$ cat config.mk
export PLATFORM = sky130hd
export DESIGN_NAME = cc_branch_unit
export DESIGN_NICKNAME = d
export VERILOG_FILES = /design/src/rtl/cc_pkg.sv /design/src/rtl/cc_gen.sv /design/src/rtl/cc_reg.sv /design/src/rtl/cc_mask_match.sv /design/src/rtl/cc_branch_unit.sv
export SDC_FILE = /design/constraint.sdc
export NUM_CORES = 1
export LEC_CHECK = 0
export BUFFER_PORTS_ARGS = -buffer_cell sky130_fd_sc_hd__clkbuf_2
export CORE_AREA = 4 4 127 92
export DETAILED_ROUTE_END_ITERATION = 10
export DIE_AREA = 0 0 131 96
export PLACE_DENSITY = 0.59
export SLEW_MARGIN = 20
export SYNTH_ARGS = -nofsm -noshare
export SYNTH_HDL_FRONTEND = slang
export SYNTH_SLANG_ARGS = --single-unit
export TNS_END_PERCENT = 100
$ cat constraint.sdc
create_clock -name clk -period 1.5 [get_ports clk]
set_clock_uncertainty 0.15 [all_clocks]
set_input_delay 0.075 -clock clk [delete_from_list [all_inputs] [get_ports clk]]
set_output_delay 0.075 -clock clk [all_outputs]
set_load 0.03 [all_outputs]
$ cat src/rtl/cc_pkg.sv
package cc_pkg;
   typedef enum logic [1:0] {
      OP_SADD = 2'd0,
      OP_LADD = 2'd1,
      OP_CMP  = 2'd2,
      OP_RSVD = 2'd3
   } cc_op_e;

   localparam int CC_W   = 2;
   localparam int MASK_W = 1 << CC_W;
endpackage

$ cat src/rtl/cc_gen.sv
module cc_gen
   import cc_pkg::*;
#(
   parameter int WIDTH      = 32,
   parameter bit CMP_SIGNED = 1'b1
) (
   input  logic [WIDTH-1:0] a,
   input  logic [WIDTH-1:0] b,
   input  logic [1:0]       op,
   output logic [CC_W-1:0]  cc,
   output logic             legal
);
   localparam int MSB = WIDTH - 1;

   logic [WIDTH:0]   wide_sum;
   logic [WIDTH-1:0] sum;
   logic             carry, zero, ovf, eq, lt;

   assign wide_sum = {1'b0, a} + {1'b0, b};
   assign sum      = wide_sum[MSB:0];
   assign carry    = wide_sum[WIDTH];
   assign zero     = (sum == '0);
   assign ovf      = (a[MSB] == b[MSB]) && (sum[MSB] != a[MSB]);
   assign eq       = (a == b);

   generate
      if (CMP_SIGNED) begin : g_cmp_s
         assign lt = ($signed(a) < $signed(b));
      end else begin : g_cmp_u
         assign lt = (a < b);
      end
   endgenerate

   always_comb begin
      cc    = 2'd0;
      legal = 1'b1;
      case (op)
         OP_SADD: begin
            if (ovf)           cc = 2'd3;
            else if (zero)     cc = 2'd0;
            else if (sum[MSB]) cc = 2'd1;
            else               cc = 2'd2;
         end
         OP_LADD: cc = {carry, ~zero};
         OP_CMP: begin
            if (eq)      cc = 2'd0;
            else if (lt) cc = 2'd1;
            else         cc = 2'd2;
         end
         default: legal = 1'b0;
      endcase
   end
endmodule

$ cat src/rtl/cc_reg.sv
module cc_reg
   import cc_pkg::*;
#(
   parameter logic [CC_W-1:0] RESET_CC = '0
) (
   input  logic            clk,
   input  logic            rst_n,
   input  logic            load,
   input  logic [CC_W-1:0] cc_d,
   output logic [CC_W-1:0] cc_q
);
   always_ff @(posedge clk or negedge rst_n) begin
      if (!rst_n)    cc_q <= RESET_CC;
      else if (load) cc_q <= cc_d;
   end
endmodule

$ cat src/rtl/cc_mask_match.sv
module cc_mask_match
   import cc_pkg::*;
#(
   parameter int MATCH_STYLE = 0
) (
   input  logic [CC_W-1:0]   cc,
   input  logic [MASK_W-1:0] mask,
   output logic              hit
);
   localparam logic [CC_W-1:0] TOP = CC_W'(MASK_W - 1);

   generate
      if (MATCH_STYLE == 0) begin : g_mux
         logic [CC_W-1:0] idx;
         assign idx = TOP - cc;
         assign hit = mask[idx];
      end else begin : g_onehot
         logic [MASK_W-1:0] sel;
         assign sel = {1'b1, {(MASK_W-1){1'b0}}} >> cc;
         assign hit = |(sel & mask);
      end
   endgenerate
endmodule

$ cat src/rtl/cc_branch_unit.sv
module cc_branch_unit
   import cc_pkg::*;
#(
   parameter int WIDTH       = 32,
   parameter bit CMP_SIGNED  = 1'b1,
   parameter int MATCH_STYLE = 0
) (
   input  logic             clk,
   input  logic             rst_n,
   input  logic [WIDTH-1:0] op_a,
   input  logic [WIDTH-1:0] op_b,
   input  logic [1:0]       op_sel,
   input  logic             cc_we,
   input  logic [3:0]       br_mask,
   output logic             br_taken,
   output logic [1:0]       cc_out
);
   generate
      if (WIDTH < 2) begin : g_bad_width
         $error("cc_branch_unit: WIDTH must be at least 2");
      end
      if (MATCH_STYLE != 0 && MATCH_STYLE != 1) begin : g_bad_style
         $error("cc_branch_unit: MATCH_STYLE must be 0 or 1");
      end
   endgenerate

   logic [CC_W-1:0] cc_next;
   logic            op_legal;

   cc_gen #(.WIDTH(WIDTH), .CMP_SIGNED(CMP_SIGNED)) u_gen (
      .a(op_a), .b(op_b), .op(op_sel), .cc(cc_next), .legal(op_legal)
   );

   cc_reg #(.RESET_CC(2'd0)) u_reg (
      .clk(clk), .rst_n(rst_n), .load(cc_we && op_legal),
      .cc_d(cc_next), .cc_q(cc_out)
   );

   cc_mask_match #(.MATCH_STYLE(MATCH_STYLE)) u_match (
      .cc(cc_out), .mask(br_mask), .hit(br_taken)
   );
endmodule

==> results.cfg, run 1 <==
[run_status]
status = finished with violations
violations = negative setup slack

[critical_path]
worst-path-buf-inv = 2
cp_cell_sequence = buf_6, ha_4, buf_4, o31a_1, and4_4, o41a_1, a31oi_2, a21oi_2, a311oi_4, nand4_1, or4_1, a211o_1
crit_path_start_kind = primary input
crit_slowest_cell = o41a_1
critical_path_peak_fanout = 7
cp.required_ns = 1.45
worstSetupPathType = primary input to flip-flop
critPathMaxStageDelay_ns = 0.42
cp.arrival_ns = 2.96
path_delay_family = compound AO/OA/AOI/OAI gates
end_kind = flip-flop

[cells_and_area]
top_regs = u_reg.cc_q: 2 flops
antenna_cells = 0
drive_gt1_frac = 0.528
largest_reg_flops = 2
largest-register = u_reg.cc_q
fin_util = 0.702
synthToLayoutAreaGrowth_pct = 76.2
nets = 1015
finalInstanceArea_mm2 = 0.00727

[synth]
synth.area.top_cells = ha_1 19%, inv_1 4.9%, nor2_1 4.5%
yosysUniqueCellTypes = 91
postSynth.asyncResetShare = 1.00
syn_nets = 721
avgSynthCellArea_um2 = 7.08
yosysTopAreaCell = ha_1
ys_seq_elements = 2
synth_edf_count = 0
ys_seq_area_frac = 0.0121
synth_ff_type = dfrtp_1
syn_area_mm2 = 0.00413
synth_top_area_frac = 0.194
synth_cells = 583
ys_warn_count = 0

[drt]
ant_nets = 0
vias = 5765
via_per_inst = 5.72
drc_errors = 0
drt-wirelength-per-cell_um = 19.0
drtIter0Drc = 443
drt-pass1-iter-count = 5
routed_wl_mm = 19.1

[floorplanning]
dieArea_mm2 = 0.0126
pin_count = 76
die_height_um = 96
core_area_mm2 = 0.0104
row_count = 31
die_x_um = 131
start_util = 0.398

[timing]
worstMarginPinSlew_ns = 0.757
slew_violations = 0
setup_ws_ns = -1.51
hold_viol_final = 0
hold_slack_ns = 0.0436
finalCritPeriodShare = 2.01
rsz0062_at_grt = yes
setup_viol = 2
fmax_mhz = 332
fin_crit_ns = 3.01
relSlewSlack = 0.492

[global_route]
grt_pass1_wl_mm = 28.3
grt_start_max_net_pins = 17
busiest_layer = met2
grt-ovfl-total = 0
grt_usage = 0.285
grt_pass1_vias = 5516
gr-usage-met1 = 0.428
grtUsageMet2 = 0.470
grtUsageMet3 = 0.0194
antenna_found_initial = 0

[cts]
cts_inserted_buffers = 3
clkSlewWorstSetupHoldPaths_ns = 0.03
cts_root_buf = clkbuf_16
ctsHtreeMaxLevel = 1
cts_sinks = 2
insertion_delay_ns = 0.22
cts_tree = yes
ctsLongestPathBuffers = 2

[power]
ir_drop_mv = 0.497
p_leak_nw = 3.33
p_per_area_mw_per_mm2 = 499
p_total_mw = 3.63

[placement]
dp_hpwl_mm = 15.7
place_congestion = 1.02
postPlaceCellArea_mm2 = 0.00635
io_buffers = 75
pre_cts_slack_ns = -1.90

[hold_path]
hp-class = primary input to async pin

[flow_run]
cap_violations = 0
-- cell families after synthesis --
group,count (synthesis),share of synthesized area
xor gates and xnor gates,6,0.0127
buffers and inverters,91,0.101
and+or+nand+nor,225,0.327
muxes,8,0.0233
adders and majority gates,65,0.199
DFF,2,0.0121
AOI/OAI and AO/OA,186,0.326
-- metrics by stage --
step	setup TNS, ns	std cells
global route	-3.23	1007
detailed placement	-3.68	986
floorplan	-2.61	583
global placement	-3.64	986
CTS	-3.06	997
finish	-2.92	1007
-- cell type report --
class | instances | area [µm²]
multi-input combinational | 490 | 4400
inverter | 62 | 253
clock buffer | 3 | 75.1
timing repair buffer | 318 | 2320
sequential | 2 | 50.0
fill | 859 | 3080
tap | 132 | 165
-- path summary, 6_finish.rpt --
| kind | start | end | slack (ns) | cells after the start |
|---|---|---|---|---|
| worst max-delay path | op_a[4] | u_reg.cc_q[1] | -1.51 | 12 |
| worst min-delay path | rst_n | u_reg.cc_q[0] | 0.04 | 2 |
| worst max register to register | u_reg.cc_q[1] | u_reg.cc_q[1] | 0.05 | 3 |
| worst min register to register | u_reg.cc_q[0] | u_reg.cc_q[0] | 0.65 | 4 |
| max in group asynchronous | rst_n | u_reg.cc_q[1] | 1.04 | 2 |
| min in group clk | cc_we | u_reg.cc_q[0] | 0.11 | 4 |
-- Yosys cell counts (7+ instances only) --
library cell	number
o21bai_1	9
ha_1	64
nand2_1	24
nand2b_1	7
nor2_1	50
a211oi_1	9
inv_1	54
nor4_2	7
o21ai_1	7
inv_2	7
nand3_1	14
o21ai_0	34
a21oi_1	37
nor3_1	19
buf_2	15
nand4_1	16
nor4_1	15
nor2b_1	18
-- metal layers --
layer,vias up,part of all wire
met5,-,0
met4,0,0.0064
met3,18,0.064
met2,221,0.45
met1,2757,0.48
li1,2769,-
-- cells in the final DEF, fill, tap and decap left out, drive strengths merged, types with 9 or more instances in the layout --
cell type / n
nor4: 24
nor3: 21
nor2: 51
a211oi: 11
buf: 251
ha: 64
inv: 62
a21oi: 41
nand2: 24
clkbuf: 68
nand4: 16
o21bai: 9
o21ai: 41
nand3: 14
nor2b: 18
-- where the power goes --
part / switching [mW] / total, mW / internal (mW)
sequential: 0.0110 / 0.0745 / 0.0635
combinational: 1.63 / 3.15 / 1.52
clock: 0.0646 / 0.404 / 0.339
total: 1.71 / 3.63 / 1.92
-- worst register-to-register path, cell delays in order, from the launching register on --
cell	delay, ns
dfrtp_1	0.43
or2_2	0.33
a21boi_0	0.14
a211o_1	0.28
-- repair_timing --
item | CTS | global route
hold buffers | 1 | 0
pin swaps | 27 | 35
hold endpoints to repair | 2 | 0
resized for setup | 49 | 103
buffers inserted | 7 | 10
endpoints found under the setup margin | 3 | 3
Power figures use the tool's default switching activity.
==> inputs of run 2 (changes only) <==
- SKIP_LAST_GASP: not set -> 1
==> run 2 against run 1 <==
  * The run still ends with negative setup slack left
  * Fmax fell by 0.30%
  * Clock power barely moved
  * Utilization fell by 2.0 points
  * Critical path depth did not move
  * Sequential cell count did not move
  * Sequential share of layout area barely moved
  * Global-route usage did not move
  * Via count barely moved
  * Combinational power fell by 3%
  * Critical path type unchanged
  * Largest cell class unchanged
  * Highest routed layer unchanged
==> results.cfg, run 2 (synthesis results as in run 1) <==
[drt]
drt-pass1-iter-count = 6
wl_met1_mm = 8.91
vias = 5769
top_layer = met4
routed_wl_mm = 18.8
via_per_inst = 5.76
drc_errors = 0
ant_nets = 0
wl_met3_mm = 1.40
wl_met2_mm = 8.48
drt-wirelength-per-cell_um = 18.8
drtIter0Drc = 428

[critical_path]
crit_path_start_kind = primary input
cp.arrival_ns = 2.97
critical_path_peak_fanout = 3
critical_path.startpoint = op_a[17]
end_kind = flip-flop
timing.rr.start = u_reg.cc_q[1]
worst-r2r-setup-slack_ns = 0.06
worst_r2r_path_depth = 3
cp.required_ns = 1.45
endpoint = u_reg.cc_q[1]
reg2reg_to = u_reg.cc_q[1]
worstSetupPathType = primary input to flip-flop

[timing]
setup_tns_ns = -2.99
worstMarginPinSlew_ns = 0.662
hold_viol_final = 0
setup_ws_ns = -1.52
fmax_mhz = 331
finalCritPeriodShare = 2.01
slew_violations = 0
fin_crit_ns = 3.02
rsz0062_at_grt = yes
relSlewSlack = 0.556
setup_viol = 2

[floorplanning]
die_height_um = 96
die_x_um = 131
pin_count = 76
row_count = 31
dieArea_mm2 = 0.0126
start_util = 0.398
core_area_mm2 = 0.0104

[cts]
cts_tree = yes
cts_sinks = 2
cts_root_buf = clkbuf_16
cts_inserted_buffers = 3
insertion_delay_ns = 0.22
ctsLongestPathBuffers = 2
ctsHtreeMaxLevel = 1
clkSlewWorstSetupHoldPaths_ns = 0.03

[cells_and_area]
largest-register = u_reg.cc_q
antenna_cells = 0
largest_reg_flops = 2
final_cell_mix = 230 x buf_4, 72 x clkbuf_2, 49 x inv_1
fin_util = 0.682
synthToLayoutAreaGrowth_pct = 71.2
final_common_cell = buf_4
drive_gt1_frac = 0.511
fillCellCount = 891
nets = 1010
top_regs = u_reg.cc_q: 2 flops

[global_route]
antenna_found_initial = 0
grt_start_max_net_pins = 17
grt_pass1_wl_mm = 28.3
grt_pass1_vias = 5516
grt-ovfl-total = 0
grt_usage = 0.285

[run_status]
status = finished with violations
violations = negative setup slack

[placement]
dp_hpwl_mm = 15.7
io_buffers = 75
place_congestion = 1.02
pre_cts_slack_ns = -1.90

[power]
p_leak_nw = 3.25
ir_drop_mv = 0.495
p_per_area_mw_per_mm2 = 499

[flow_run]
cap_violations = 0

[hold_path]
hp-class = primary input to async pin
==> run 2: timing repair <==
item,in CTS,in global routing
setup endpoints to repair,3,3
resized for setup,48,62
setup buffers,7,5
hold buffers,1,0
endpoints found under the hold margin,2,0
cloned,0,0
pin swaps,27,23
==> run 2: worst min-delay path by stage <==
stage          startpoint       endpoint  slack [ns]  cells past startpoint
6_report            rst_n  u_reg.cc_q[0]        0.04                      2
5_1_grt             rst_n  u_reg.cc_q[0]        0.05                      2
4_1_cts             rst_n  u_reg.cc_q[0]        0.03                      2
3_5_place_dp        rst_n  u_reg.cc_q[0]       -0.27                      1
3_3_place_gp        rst_n  u_reg.cc_q[0]       -0.28                      1
2_1_floorplan       rst_n  u_reg.cc_q[0]       -0.37                      0
==> run 2: through the flow <==
stage / hold slack [ns] / power [mW] / cell area, µm² / instances
floorplan: -0.371 / 1.49 / 4310 / 583
global placement: -0.278 / 2.70 / 6350 / 986
detailed placement: -0.272 / 2.74 / 6350 / 986
CTS: 0.0302 / 3.31 / 6730 / 997
global route: 0.0495 / 3.75 / 7060 / 1002
finish: 0.0434 / 3.52 / 7060 / 1002
==> run 2: report_power, final <==
part / total [mW] / internal (mW) / switching, mW / leakage [nW]
Sequential: 0.0739 / 0.0635 / 0.0104 / 0.0223
Combinational: 3.05 / 1.46 / 1.59 / 3.19
Clock: 0.403 / 0.339 / 0.0633 / 0.0370
Total: 3.52 / 1.86 / 1.66 / 3.25
==> run 2: area by class of cell <==
cell class                      instances  area, µm²  share of cell area
Multi-Input combinational cell        490       4300               0.609
Timing Repair Buffer                  313       2220               0.315
Inverter                               62        250              0.0354
Tap cell                              132        165              0.0234
Clock buffer                            3       75.1              0.0106
Sequential cell                         2       50.0             0.00708
==> run 2: metal layers <==
layer  up-vias  track usage
met1      2747        0.428
met2       248        0.470
met4         0      0.00856
met3         7       0.0194
met5         -            0
li1       2767            -
==> run 2: worst max-delay path, stage by stage <==
cell,delay (ns)
clkbuf_2,0.11
buf_4,0.13
ha_1,0.22
a21oi_2,0.22
nor3_1,0.08
or4_1,0.57
o2111ai_2,0.28
and2_4,0.19
o21ai_1,0.10
o21a_1,0.19
or4_1,0.51
a211o_1,0.27
==> inputs of run 3 (changes only) <==
- CORE_AREA: 4 4 127 92 -> 4 4 105 77
- DIE_AREA: 0 0 131 96 -> 0 0 109 81
- PLACE_DENSITY: 0.59 -> 0.82
==> run 3 against run 2 <==
  * The run now fails in global routing
  * Synthesized cell count stayed put
  * Synthesized area stayed put
==> results.cfg, run 3 <==
[run_status]
status = aborted with a tool error
haltStage = global routing
tool.error = [ERROR DPL-0038] Utilization greater than 100%, impossible to legalize

[synth]
ys_seq_elements = 2
avgSynthCellArea_um2 = 7.08
synthMuxAreaShare = 0.0233
synth_edf_count = 0
post-synth-top-count-cell = ha_1
synth_cells = 583
synth_top_family_by_area = simple AND/OR/NAND/NOR gates
synthXorXnorAreaFrac = 0.0127
postSynth.asyncResetShare = 1.00
ys_warn_count = 0
syn_nets = 721
synth.area.top_cells = ha_1 19%, inv_1 4.9%, nor2_1 4.5%
synthSimpleGateAreaFrac = 0.327
synthAdderAreaFrac = 0.199
yosysTopAreaCell = ha_1
ys_seq_area_frac = 0.0121
synth_ff_type = dfrtp_1
synth_top_area_frac = 0.194
synth-compound-area-share = 0.326
yosysUniqueCellTypes = 91
syn_area_mm2 = 0.00413
synthTopCellsByCount = 64 x ha_1, 54 x inv_1, 50 x nor2_1

[cts]
ctsLongestPathBuffers = 2
ctsHtreeMaxLevel = 1
cts_root_buf = clkbuf_8
cts_sinks = 2
cts_inserted_buffers = 3

[global_route]
grt_start_max_net_pins = 17

[placement]
place_congestion = 1.25
io_buffers = 75
dp_hpwl_mm = 15.3

[floorplanning]
die_x_um = 109
pin_count = 76
start_util = 0.579
die_height_um = 81
row_count = 26

[timing]
worst_endpoint = u_reg.cc_q[0]$_DFFE_PN0P_/D
worst-ep-kind = register data pin
## run 3: timing repair
action / CTS
gates resized for setup: 74
hold buffers: 1
pin swaps: 25
buffers inserted: 9
endpoints found under the hold margin: 2
setup endpoints to repair: 3
## run 3: through the flow
step	hold slack [ns]	utilization	area [µm²]	instances	setup WS, ns
2_1_floorplan	-0.371	-	4310	583	-1.42
3_3_place_gp	-0.281	0.876	6240	945	-1.77
3_5_place_dp	-0.281	0.876	6240	945	-1.93
4_1_cts	0.0526	0.942	6710	958	-1.48
## run 3: cell families after synthesis
group,Yosys count
compound gates,186
xor+xnor,6
fa+ha+maj,65
buf+inv,91
flops,2
mux,8
simple gates,225
==> inputs of run 4 (changes only) <==
- CORE_AREA: 4 4 105 77 -> 4 4 107 109
- DIE_AREA: 0 0 109 81 -> 0 0 111 113
- PLACE_DENSITY: 0.82 -> not set
- PLACE_DENSITY_LB_ADDON: not set -> 0.15
==> run 4 against run 3 <==
  * The flow now finishes, with violations (negative setup slack)
==> results.cfg, run 4 (synthesis results as in run 1) <==
[timing]
setup_tns_ns = -3.14
relSlewSlack = 0.606
hold_viol_final = 0
rsz0062_at_grt = yes
slew_violations = 0
hold_slack_ns = 0.0912
fin_crit_ns = 3.15
finalCritPeriodShare = 2.10
fmax_mhz = 318
worstMarginPinSlew_ns = 0.585
setup_ws_ns = -1.65
setup_viol = 2

[cells_and_area]
antenna_cells = 0
finalInstanceArea_mm2 = 0.00669
drive_gt1_frac = 0.474
largest_reg_flops = 2
nets = 1016
final_cell_mix = 242 x buf_4, 74 x clkbuf_2, 50 x inv_1
fin_util = 0.631
top_regs = u_reg.cc_q: 2 flops
synthToLayoutAreaGrowth_pct = 62.1
layout.cells.non_filler = 1016
final_common_cell = buf_4
largest-register = u_reg.cc_q

[drt]
routed_wl_mm = 17.4
ant_nets = 0
drt-pass1-iter-count = 4
vias = 5558
drc_errors = 0
drt-wirelength-per-cell_um = 17.2
via_per_inst = 5.47
drtIter0Drc = 352

[global_route]
grt_usage = 0.270
grt_pass1_wl_mm = 28.2
grt_pass1_vias = 5672
grt_start_max_net_pins = 17
grt-ovfl-total = 0
antenna_found_initial = 0

[flow_run]
cap_violations = 0

[floorplanning]
die_x_um = 111
row_count = 38
start_util = 0.389
dieArea_mm2 = 0.0125
pin_count = 76
die_height_um = 113
core_area_mm2 = 0.0106

[hold_path]
hp-class = primary input to async pin

[power]
p_total_mw = 3.08
ir_drop_mv = 0.273
p_leak_nw = 3.21
p_per_area_mw_per_mm2 = 461

[critical_path]
end_kind = flip-flop
cp.required_ns = 1.44
critical_path_peak_fanout = 8
crit_path_start_kind = primary input
cp.arrival_ns = 3.09
worstSetupPathType = primary input to flip-flop

[cts]
insertion_delay_ns = 0.21
cts_root_buf = clkbuf_8
cts_inserted_buffers = 3
cts_sinks = 2
clkSlewWorstSetupHoldPaths_ns = 0.03
ctsLongestPathBuffers = 2
ctsHtreeMaxLevel = 1
cts_tree = yes

[placement]
pre_cts_slack_ns = -1.92
placedCellCount = 1006
place_congestion = 1.01
dp_hpwl_mm = 15.2
io_buffers = 75
postPlaceCellArea_mm2 = 0.00645

[run_status]
status = finished with violations
violations = negative setup slack
[run 4: worst paths after layout]
kind | from | end | slack (ns) | depth (start not counted)
max reg2reg | u_reg.cc_q[1] | u_reg.cc_q[1] | 0.11 | 3
max in group asynchronous | rst_n | u_reg.cc_q[0] | 1.00 | 2
min in group clk | op_sel[1] | u_reg.cc_q[1] | 0.13 | 3
min reg2reg | u_reg.cc_q[1] | u_reg.cc_q[1] | 0.66 | 3
max | op_b[4] | u_reg.cc_q[1] | -1.65 | 14
min | rst_n | u_reg.cc_q[1] | 0.09 | 2
[run 4: power breakdown]
group / switching [mW] / internal (mW)
Combinational: 1.43 / 1.37
Sequential: 0.00852 / 0.0636
Clock: 0.0422 / 0.170
[run 4: routing by layer]
layer | GRT usage | part of all wire | wire length [µm] | up-vias
li1 | - | - | - | 2776
met1 | 0.349 | 0.44 | 7640 | 2614
met2 | 0.503 | 0.50 | 8800 | 148
met3 | 0.0134 | 0.041 | 720 | 20
met4 | 0.0484 | 0.016 | 280 | 0
met5 | 0 | 0 | 0 | -
[run 4: worst max-delay path, stage by stage]
cell and delay, ns:
clkbuf_2 0.10, inv_2 0.04, ha_4 0.31, nor2_1 0.08, a221oi_4 0.39, buf_4 0.19, a211oi_4 0.06, nor2_4 0.19
mux2i_1 0.10, o22a_1 0.27, nor4_2 0.28, nand4bb_1 0.15, or4_4 0.56, a211o_1 0.27
[run 4: area by class of cell]
cell class	count	area, µm²
timing repair buffer	319	2220
clock buffer	3	41.3
inverter	62	250
fill	987	3910
multi-input combinational	490	3950
tap	140	175
sequential	2	50.0
[run 4: what timing repair did]
action,4_1_cts,5_1_grt
hold endpoints to repair,2,0
endpoints found under the setup margin,3,2
pin swaps,7,16
hold buffers,1,0
gates resized for setup,16,24
setup buffers,2,4
